--- src/rtl/spi_stat_pkg.sv ---
package spi_stat_pkg;

  localparam int unsigned STAT_W = 16;

  localparam int unsigned B_DONE = 0;
  localparam int unsigned B_RUN  = 1;
  localparam int unsigned B_EOQ  = 3;
  localparam int unsigned B_UFL  = 4;
  localparam int unsigned B_FILL = 6;
  localparam int unsigned B_OVF  = 12;

  localparam logic [STAT_W-1:0] W1C_MASK =
    STAT_W'((1 << B_DONE) | (1 << B_EOQ) | (1 << B_UFL) | (1 << B_FILL) | (1 << B_OVF));
  localparam logic [STAT_W-1:0] LIVE_MASK = W1C_MASK | STAT_W'(1 << B_RUN);

endpackage

--- src/rtl/spi_stat_evt.sv ---
module spi_stat_evt
  import spi_stat_pkg::*;
#(
  parameter int unsigned W = STAT_W
) (
  input  logic         last_bit_smp,
  input  logic         cmd_eoq_bit,
  input  logic         slave_mode,
  input  logic         txq_empty,
  input  logic         txq_full,
  input  logic         rxq_all_full,
  input  logic         xfer_begin,
  input  logic         dma_fill_ack,
  output logic [W-1:0] set_vec,
  output logic [W-1:0] hw_clr_vec,
  output logic         eoq_evt
);

  always_comb begin
    eoq_evt    = last_bit_smp & cmd_eoq_bit & ~slave_mode;
    set_vec    = '0;
    hw_clr_vec = '0;
    set_vec[B_DONE]    = last_bit_smp;
    set_vec[B_EOQ]     = eoq_evt;
    set_vec[B_UFL]     = slave_mode & xfer_begin & txq_empty;
    set_vec[B_FILL]    = ~txq_full;
    set_vec[B_OVF]     = xfer_begin & rxq_all_full;
    hw_clr_vec[B_FILL] = dma_fill_ack & txq_full;
  end

endmodule

--- src/rtl/spi_stat_w1c_bank.sv ---
module spi_stat_w1c_bank #(
  parameter int unsigned   W    = 16,
  parameter logic [W-1:0] MASK = '0
) (
  input  logic         clk,
  input  logic         rst,
  input  logic         wr_en,
  input  logic [W-1:0] wr_data,
  input  logic [W-1:0] set_vec,
  input  logic [W-1:0] hw_clr_vec,
  output logic [W-1:0] flags
);

  for (genvar i = 0; i < W; i++) begin : g_bit
    if (MASK[i]) begin : g_flop
      logic q;
      logic sw_clr;
      assign sw_clr = wr_en & wr_data[i];
      always_ff @(posedge clk) begin
        if (rst)             q <= 1'b0;
        else if (set_vec[i]) q <= 1'b1;
        else if (sw_clr || hw_clr_vec[i]) q <= 1'b0;
      end
      assign flags[i] = q;
    end else begin : g_zero
      assign flags[i] = 1'b0;
    end
  end

endmodule

--- src/rtl/spi_stat_run.sv ---
module spi_stat_run (
  input  logic clk,
  input  logic rst,
  input  logic run_req,
  input  logic stop_req,
  input  logic eoq_evt,
  output logic running
);

  always_ff @(posedge clk) begin
    if (rst)                      running <= 1'b0;
    else if (stop_req || eoq_evt) running <= 1'b0;
    else if (run_req)             running <= 1'b1;
  end

endmodule

--- src/rtl/spi_stat_reg.sv ---
module spi_stat_reg
  import spi_stat_pkg::*;
#(
  parameter int unsigned W = STAT_W
) (
  input  logic         clk,
  input  logic         rst,
  input  logic         last_bit_smp,
  input  logic         cmd_eoq_bit,
  input  logic         slave_mode,
  input  logic         txq_empty,
  input  logic         txq_full,
  input  logic         rxq_all_full,
  input  logic         xfer_begin,
  input  logic         dma_fill_ack,
  input  logic         run_req,
  input  logic         stop_req,
  input  logic         wr_en,
  input  logic [W-1:0] wr_data,
  output logic [W-1:0] rd_data
);

  localparam logic [W-1:0] FLAG_MASK = W'(W1C_MASK);

  logic [W-1:0] set_vec;
  logic [W-1:0] hw_clr_vec;
  logic [W-1:0] flags;
  logic         eoq_evt;
  logic         running;

  spi_stat_evt #(.W(W)) u_evt (
    .last_bit_smp (last_bit_smp),
    .cmd_eoq_bit  (cmd_eoq_bit),
    .slave_mode   (slave_mode),
    .txq_empty    (txq_empty),
    .txq_full     (txq_full),
    .rxq_all_full (rxq_all_full),
    .xfer_begin   (xfer_begin),
    .dma_fill_ack (dma_fill_ack),
    .set_vec      (set_vec),
    .hw_clr_vec   (hw_clr_vec),
    .eoq_evt      (eoq_evt)
  );

  spi_stat_w1c_bank #(.W(W), .MASK(FLAG_MASK)) u_bank (
    .clk        (clk),
    .rst        (rst),
    .wr_en      (wr_en),
    .wr_data    (wr_data),
    .set_vec    (set_vec),
    .hw_clr_vec (hw_clr_vec),
    .flags      (flags)
  );

  spi_stat_run u_run (
    .clk      (clk),
    .rst      (rst),
    .run_req  (run_req),
    .stop_req (stop_req),
    .eoq_evt  (eoq_evt),
    .running  (running)
  );

  always_comb begin
    rd_data        = flags;
    rd_data[B_RUN] = running;
  end

endmodule

--- config.mk ---
export PLATFORM = sky130hd
export DESIGN_NAME = spi_stat_reg
export DESIGN_NICKNAME = d
export VERILOG_FILES = /design/src/rtl/spi_stat_pkg.sv /design/src/rtl/spi_stat_evt.sv /design/src/rtl/spi_stat_w1c_bank.sv /design/src/rtl/spi_stat_run.sv /design/src/rtl/spi_stat_reg.sv
export SDC_FILE = /design/constraint.sdc
export NUM_CORES = 1
export LEC_CHECK = 0
export ABC_AREA = 1
export ABC_CLOCK_PERIOD_IN_PS = 800
export BUFFER_PORTS_ARGS = -buffer_cell sky130_fd_sc_hd__buf_4
export CORE_AREA = 2 2 39 41
export CTS_BUF_LIST = sky130_fd_sc_hd__clkbuf_8
export DETAILED_ROUTE_END_ITERATION = 8
export DIE_AREA = 0 0 41 43
export PLACE_DENSITY_LB_ADDON = 0.08
export SLEW_MARGIN = 30
export SYNTH_ARGS = -nofsm -noshare
export SYNTH_HDL_FRONTEND = slang
export SYNTH_SLANG_ARGS = --single-unit
export TNS_END_PERCENT = 100
--- constraint.sdc ---
create_clock -name clk -period 0.8 [get_ports clk]
set_input_delay 0.08 -clock clk [delete_from_list [all_inputs] [get_ports clk]]
set_output_delay 0.08 -clock clk [all_outputs]
set_load 0.05 [all_outputs]
==> flow_metrics.py, run 1 <==
metrics = {
    "run_status": {
        "status": "completed",
    },
    "synth": {
        "ys_seq_area_share_pct": 33.8,
        "yosysWarnings": 0,
        "synth.avg_cell_area_sq_um": 7.56,
        "ys_types": 12,
        "syn_inst": 47,
        "syn_area_sq_um": 355,
        "ys_seq_elements": 6,
    },
    "sta": {
        "final.setup.worst_slack_ns": 0.0184,
        "timing.hold.ws_ns": 0.0265,
        "setup_tns_ns": 0,
        "hold_viol_final": 0,
        "rsz0062_at_grt": "yes",
        "setup_viol": 0,
        "skew_ns": 0,
        "timing.final.crit_share_pct": 97.7,
        "timing.fmax_mhz": 1280,
        "drv_slew": 0,
        "finalCriticalPeriod_ns": 0.782,
    },
    "cells_and_area": {
        "regArea_sq_um": 128,
        "mostFrequentLayoutCell": "buf_4",
        "final_cell_mix": "buf_4 (17), nand2_1 (10), conb_1 (10)",
        "multiInputGateArea_sq_um": 141,
        "nets": 97,
        "fin_util_pct": 39.1,
        "fill_cells": 154,
        "syn_to_final_growth_pct": 52.1,
        "num_antenna_cells": 0,
        "drive_above_1_share_pct": 51.5,
    },
    "grt": {
        "grt_overflow": 0,
        "grt_pass1_vias": 266,
        "grt_max_degree": 7,
        "grt_pass1_wl_mm": 1.02,
        "grt_usage_pct": 8.94,
        "antenna_found_initial": 0,
    },
    "clock_network": {
        "clock_latency_ns": 0.22,
        "cts-root-buf": "clkbuf_8",
        "h-tree-depth": 1,
        "cts-buffers-inserted": 3,
        "clkTransAtPathRegs_ns": 0.04,
        "cts_tree": "built",
        "clock_sinks": 6,
        "ctsHoldBuffers": 0,
        "cts_buffer_depth": 2,
    },
    "die": {
        "core_area_sq_mm": 0.00138,
        "io_pins": 45,
        "die_w_um": 41,
        "die_area_sq_mm": 0.00176,
        "num_rows": 14,
        "start_util_pct": 25.7,
        "fp.dieH_um": 43,
    },
    "routing": {
        "ant_nets": 0,
        "wl_per_cell_um": 8.48,
        "via_per_inst": 3.68,
        "firstDrtPassIters": 2,
        "drt_iter0_markers": 2,
        "wl_um": 695,
        "vias": 302,
        "drc_errors": 0,
    },
    "worst_hold_path": {
        "hp-class": "input port to flip-flop",
    },
    "pwr": {
        "peakVddDrop_mv": 0.565,
        "power_leakage_nw": 0.272,
        "powerDensity_mw_per_mm2": 2010,
    },
    "worst_setup_path": {
        "rrSetupSlack_ns": 0.17,
        "path_max_fanout": 2,
        "worstSetupStartpointType": "flip-flop",
        "critPathCaptureType": "primary output",
        "slowest_stage": "dfxtp_2",
        "cp.arrival_ns": 0.70,
        "required_ns": 0.72,
        "path_delay_family": "flip-flops",
        "crit_buf_inv": 1,
        "critPathMaxStageDelay_ns": 0.34,
        "worst-setup-path-type": "flip-flop to primary output",
        "cp_cell_sequence": "buf_8",
    },
    "placement": {
        "gp_congestion": 0.604,
        "pre_cts_slack_ns": 0.193,
        "io_buffers": 23,
        "place_hpwl_um": 561,
    },
    "job": {
        "drv_cap": 0,
    },
}
-- stage by stage --
stage / area (sq um) / std cells / power (mW)
5_1_grt: 541 / 82 / 1.14
4_1_cts: 531 / 82 / 1.10
2_1_floorplan: 389 / 56 / 0.582
6_report: 541 / 82 / 1.09
3_3_place_gp: 462 / 79 / 0.625
3_5_place_dp: 462 / 79 / 0.625
-- Yosys cell counts (all sizes together) --
| cell | instances | share of area [%] |
|---|---|---|
| a21oi | 6 | 9.5 |
| buf | 16 | 34 |
| conb | 1 | 1.1 |
| dfxtp | 6 | 34 |
| inv | 2 | 2.1 |
| nand2 | 10 | 11 |
| nand3 | 2 | 2.8 |
| nand3b | 1 | 2.1 |
| nor2 | 2 | 2.8 |
| o21ai | 1 | 1.4 |
-- kinds of logic after synthesis --
family | after synthesis | synth area share, %
compound gates | 7 | 10.9
buf+inv | 18 | 35.9
flops | 6 | 33.8
other cells | 1 | 1.06
simple gates | 15 | 18.3
-- registers in the layout (all words and copies together) (netlist names) --
name,cells
u_bank.g_bit.g_flop.q,5
u_run.running,1
-- metal layers --
| metal | global-route usage (%) | part of all wire [%] |
|---|---|---|
| met4 | 8.00 | 0.86 |
| met1 | 11.6 | 45 |
| met5 | 0 | 0 |
| met3 | 3.14 | 11 |
| met2 | 10.9 | 43 |
-- where the power goes --
group,total [mW],switching [mW],internal (mW),leakage [nW]
sequential,0.334,0.0120,0.322,0.0516
combinational,0.307,0.204,0.103,0.199
clock,0.445,0.122,0.323,0.0216
total,1.09,0.338,0.747,0.272
-- path summary, 6_finish.rpt --
path | depth (start not counted) | startpoint | endpoint
worst max-delay path | 1 | u_bank.g_bit[4].g_flop.q | rd_data[4]
worst min-delay path | 2 | txq_full | u_bank.g_bit[6].g_flop.q
worst max register to register | 2 | u_run.running | u_run.running
worst min register to register | 2 | u_bank.g_bit[12].g_flop.q | u_bank.g_bit[12].g_flop.q
-- what timing repair did --
action | in CTS | in global routing
pin swaps | 0 | 0
setup endpoints to repair | 6 | 4
resized for setup | 10 | 4
setup buffers | 0 | 0
-- cell type report --
class	count	area share, %
Inverter	2	1.39
Clock buffer	3	7.64
Timing Repair Buffer	23	37.5
Multi-Input combinational cell	32	26.2
Tap cell	16	3.70
Sequential cell	6	23.6
(Power assumes the default switching activity.)
==> run 2: changes to the inputs <==
Settings changed: GPL_TIMING_DRIVEN set to 0.
==> run 2 against run 1 <==
Combinational power rose by 16%. Sequential cell count stayed put. Worst setup slack improved by 0.0032 ns. Sequential power barely moved. Hold slack gained 0.0041 ns. Clock power barely moved. First-iteration DRC count grew to 2.5 times the previous value. Non-clock buffer count up 10. Sequential share of layout area is 3.4 points lower. Critical endpoint is now rd_data[1]. Highest routed layer unchanged.
==> flow_metrics.py, run 2 (synthesis gave the netlist of run 1 again) <==
metrics = {
    "placement": {
        "place_hpwl_um": 571,
        "dp_cells": 95,
        "io_buffers": 23,
        "pre_cts_slack_ns": 0.132,
        "gp_congestion": 0.616,
    },
    "clock_network": {
        "h-tree-depth": 1,
        "cts-root-buf": "clkbuf_8",
        "clkTransAtPathRegs_ns": 0.04,
        "cts_buffer_depth": 2,
        "clock_sinks": 6,
        "cts-buffers-inserted": 3,
        "clock_latency_ns": 0.22,
        "post_cts_buffers": 0,
        "cts_tree": "built",
    },
    "routing": {
        "firstDrtPassIters": 3,
        "drc_errors": 0,
        "wl_per_cell_um": 7.49,
        "vias": 335,
        "ant_nets": 0,
        "via_per_inst": 3.64,
        "wl_um": 689,
        "drt_iter0_markers": 5,
    },
    "worst_setup_path": {
        "path_delay_family": "flip-flops",
        "cp.arrival_ns": 0.70,
        "slowest_stage": "dfxtp_2",
        "critPathCaptureType": "primary output",
        "path_max_fanout": 2,
        "required_ns": 0.72,
        "cp_cell_sequence": "buf_8",
        "worst-setup-path-type": "flip-flop to primary output",
        "crit_buf_inv": 1,
        "worstSetupStartpointType": "flip-flop",
        "critPathMaxStageDelay_ns": 0.34,
    },
    "sta": {
        "rsz0062_at_grt": "yes",
        "timing.final.crit_share_pct": 97.3,
        "skew_ns": 0,
        "setup_tns_ns": 0,
        "finalCriticalPeriod_ns": 0.778,
        "timing.fmax_mhz": 1280,
        "final.setup.worst_slack_ns": 0.0216,
        "drv_slew": 0,
        "timing.hold.ws_ns": 0.0306,
        "setup_viol": 0,
        "hold_viol_final": 0,
    },
    "die": {
        "io_pins": 45,
        "num_rows": 14,
        "die_w_um": 41,
        "start_util_pct": 25.7,
        "core_area_sq_mm": 0.00138,
        "fp.dieH_um": 43,
        "die_area_sq_mm": 0.00176,
    },
    "cells_and_area": {
        "top_register": "u_bank.g_bit.g_flop.q",
        "fill_cells": 146,
        "num_antenna_cells": 0,
        "finalNonFillerCells": 92,
        "syn_to_final_growth_pct": 77.5,
        "mostFrequentLayoutCell": "buf_4",
        "drive_above_1_share_pct": 57.9,
        "fin_util_pct": 45.6,
        "final_cell_mix": "buf_4 (27), nand2_1 (10), conb_1 (10)",
        "reg.largest.list": "u_bank.g_bit.g_flop.q: 5 flops, u_run.running: 1 flops",
        "largest_reg_flops": 5,
        "nets": 107,
    },
    "grt": {
        "grt_max_degree": 7,
        "grt_pass1_wl_mm": 1.01,
        "grt_overflow": 0,
        "antenna_found_initial": 0,
        "grt_pass1_vias": 264,
        "use_met3_pct": 3.14,
        "met2_usage_pct": 10.9,
        "grt_usage_pct": 8.55,
        "top_usage_layer": "met1",
        "use_met1_pct": 11.3,
    },
    "pwr": {
        "powerDensity_mw_per_mm2": 1800,
        "power_leakage_nw": 0.331,
        "peakVddDrop_mv": 0.914,
    },
    "worst_hold_path": {
        "hp-class": "input port to flip-flop",
    },
    "job": {
        "drv_cap": 0,
    },
    "run_status": {
        "status": "completed",
    },
}
[run 2: changes by cell type in the layout (fill, tap and decap cells not counted)]
cell / before / now
buf_8: 2 / 6
buf_4: 17 / 27
buf_6: 4 / 0
[run 2: final cells by class]
type | instances | area (sq um) | area share, %
Buffer | 10 | 75.1 | 11.9
Clock buffer | 3 | 41.3 | 6.55
Inverter | 2 | 7.51 | 1.19
Multi-Input combinational cell | 32 | 141 | 22.4
Sequential cell | 6 | 128 | 20.2
Tap cell | 16 | 20.0 | 3.17
Timing Repair Buffer | 23 | 218 | 34.5
[run 2: final timing paths]
path,start,endpoint,slack [ns],depth (start not counted)
hold / removal,txq_full,u_bank.g_bit[6].g_flop.q,0.03,2
hold reg to reg,u_bank.g_bit[0].g_flop.q,u_bank.g_bit[0].g_flop.q,0.47,2
setup / recovery,u_run.running,rd_data[1],0.02,1
setup reg to reg,u_run.running,u_run.running,0.16,2
[run 2: routing by layer]
metal | up-vias | part of all wire [%]
met3 | 2 | 12
met5 | - | 0
li1 | 182 | -
met4 | 0 | 0.87
met2 | 19 | 46
met1 | 132 | 41
[run 2: repair_timing]
| action | CTS | global route |
|---|---|---|
| gates resized for setup | 18 | 0 |
| endpoints found under the setup margin | 6 | 1 |
| hold buffers | 0 | 0 |
[run 2: where the power goes]
group          internal (mW)  switching (mW)
clock network          0.322           0.120
logic                  0.146           0.209
registers              0.322          0.0142
[run 2: metrics by stage]
step | power (mW) | cell area, sq um
finish | 1.13 | 631
global route | 1.19 | 631
CTS | 1.15 | 631
detailed placement | 0.685 | 582
global placement | 0.684 | 582
floorplan | 0.582 | 389
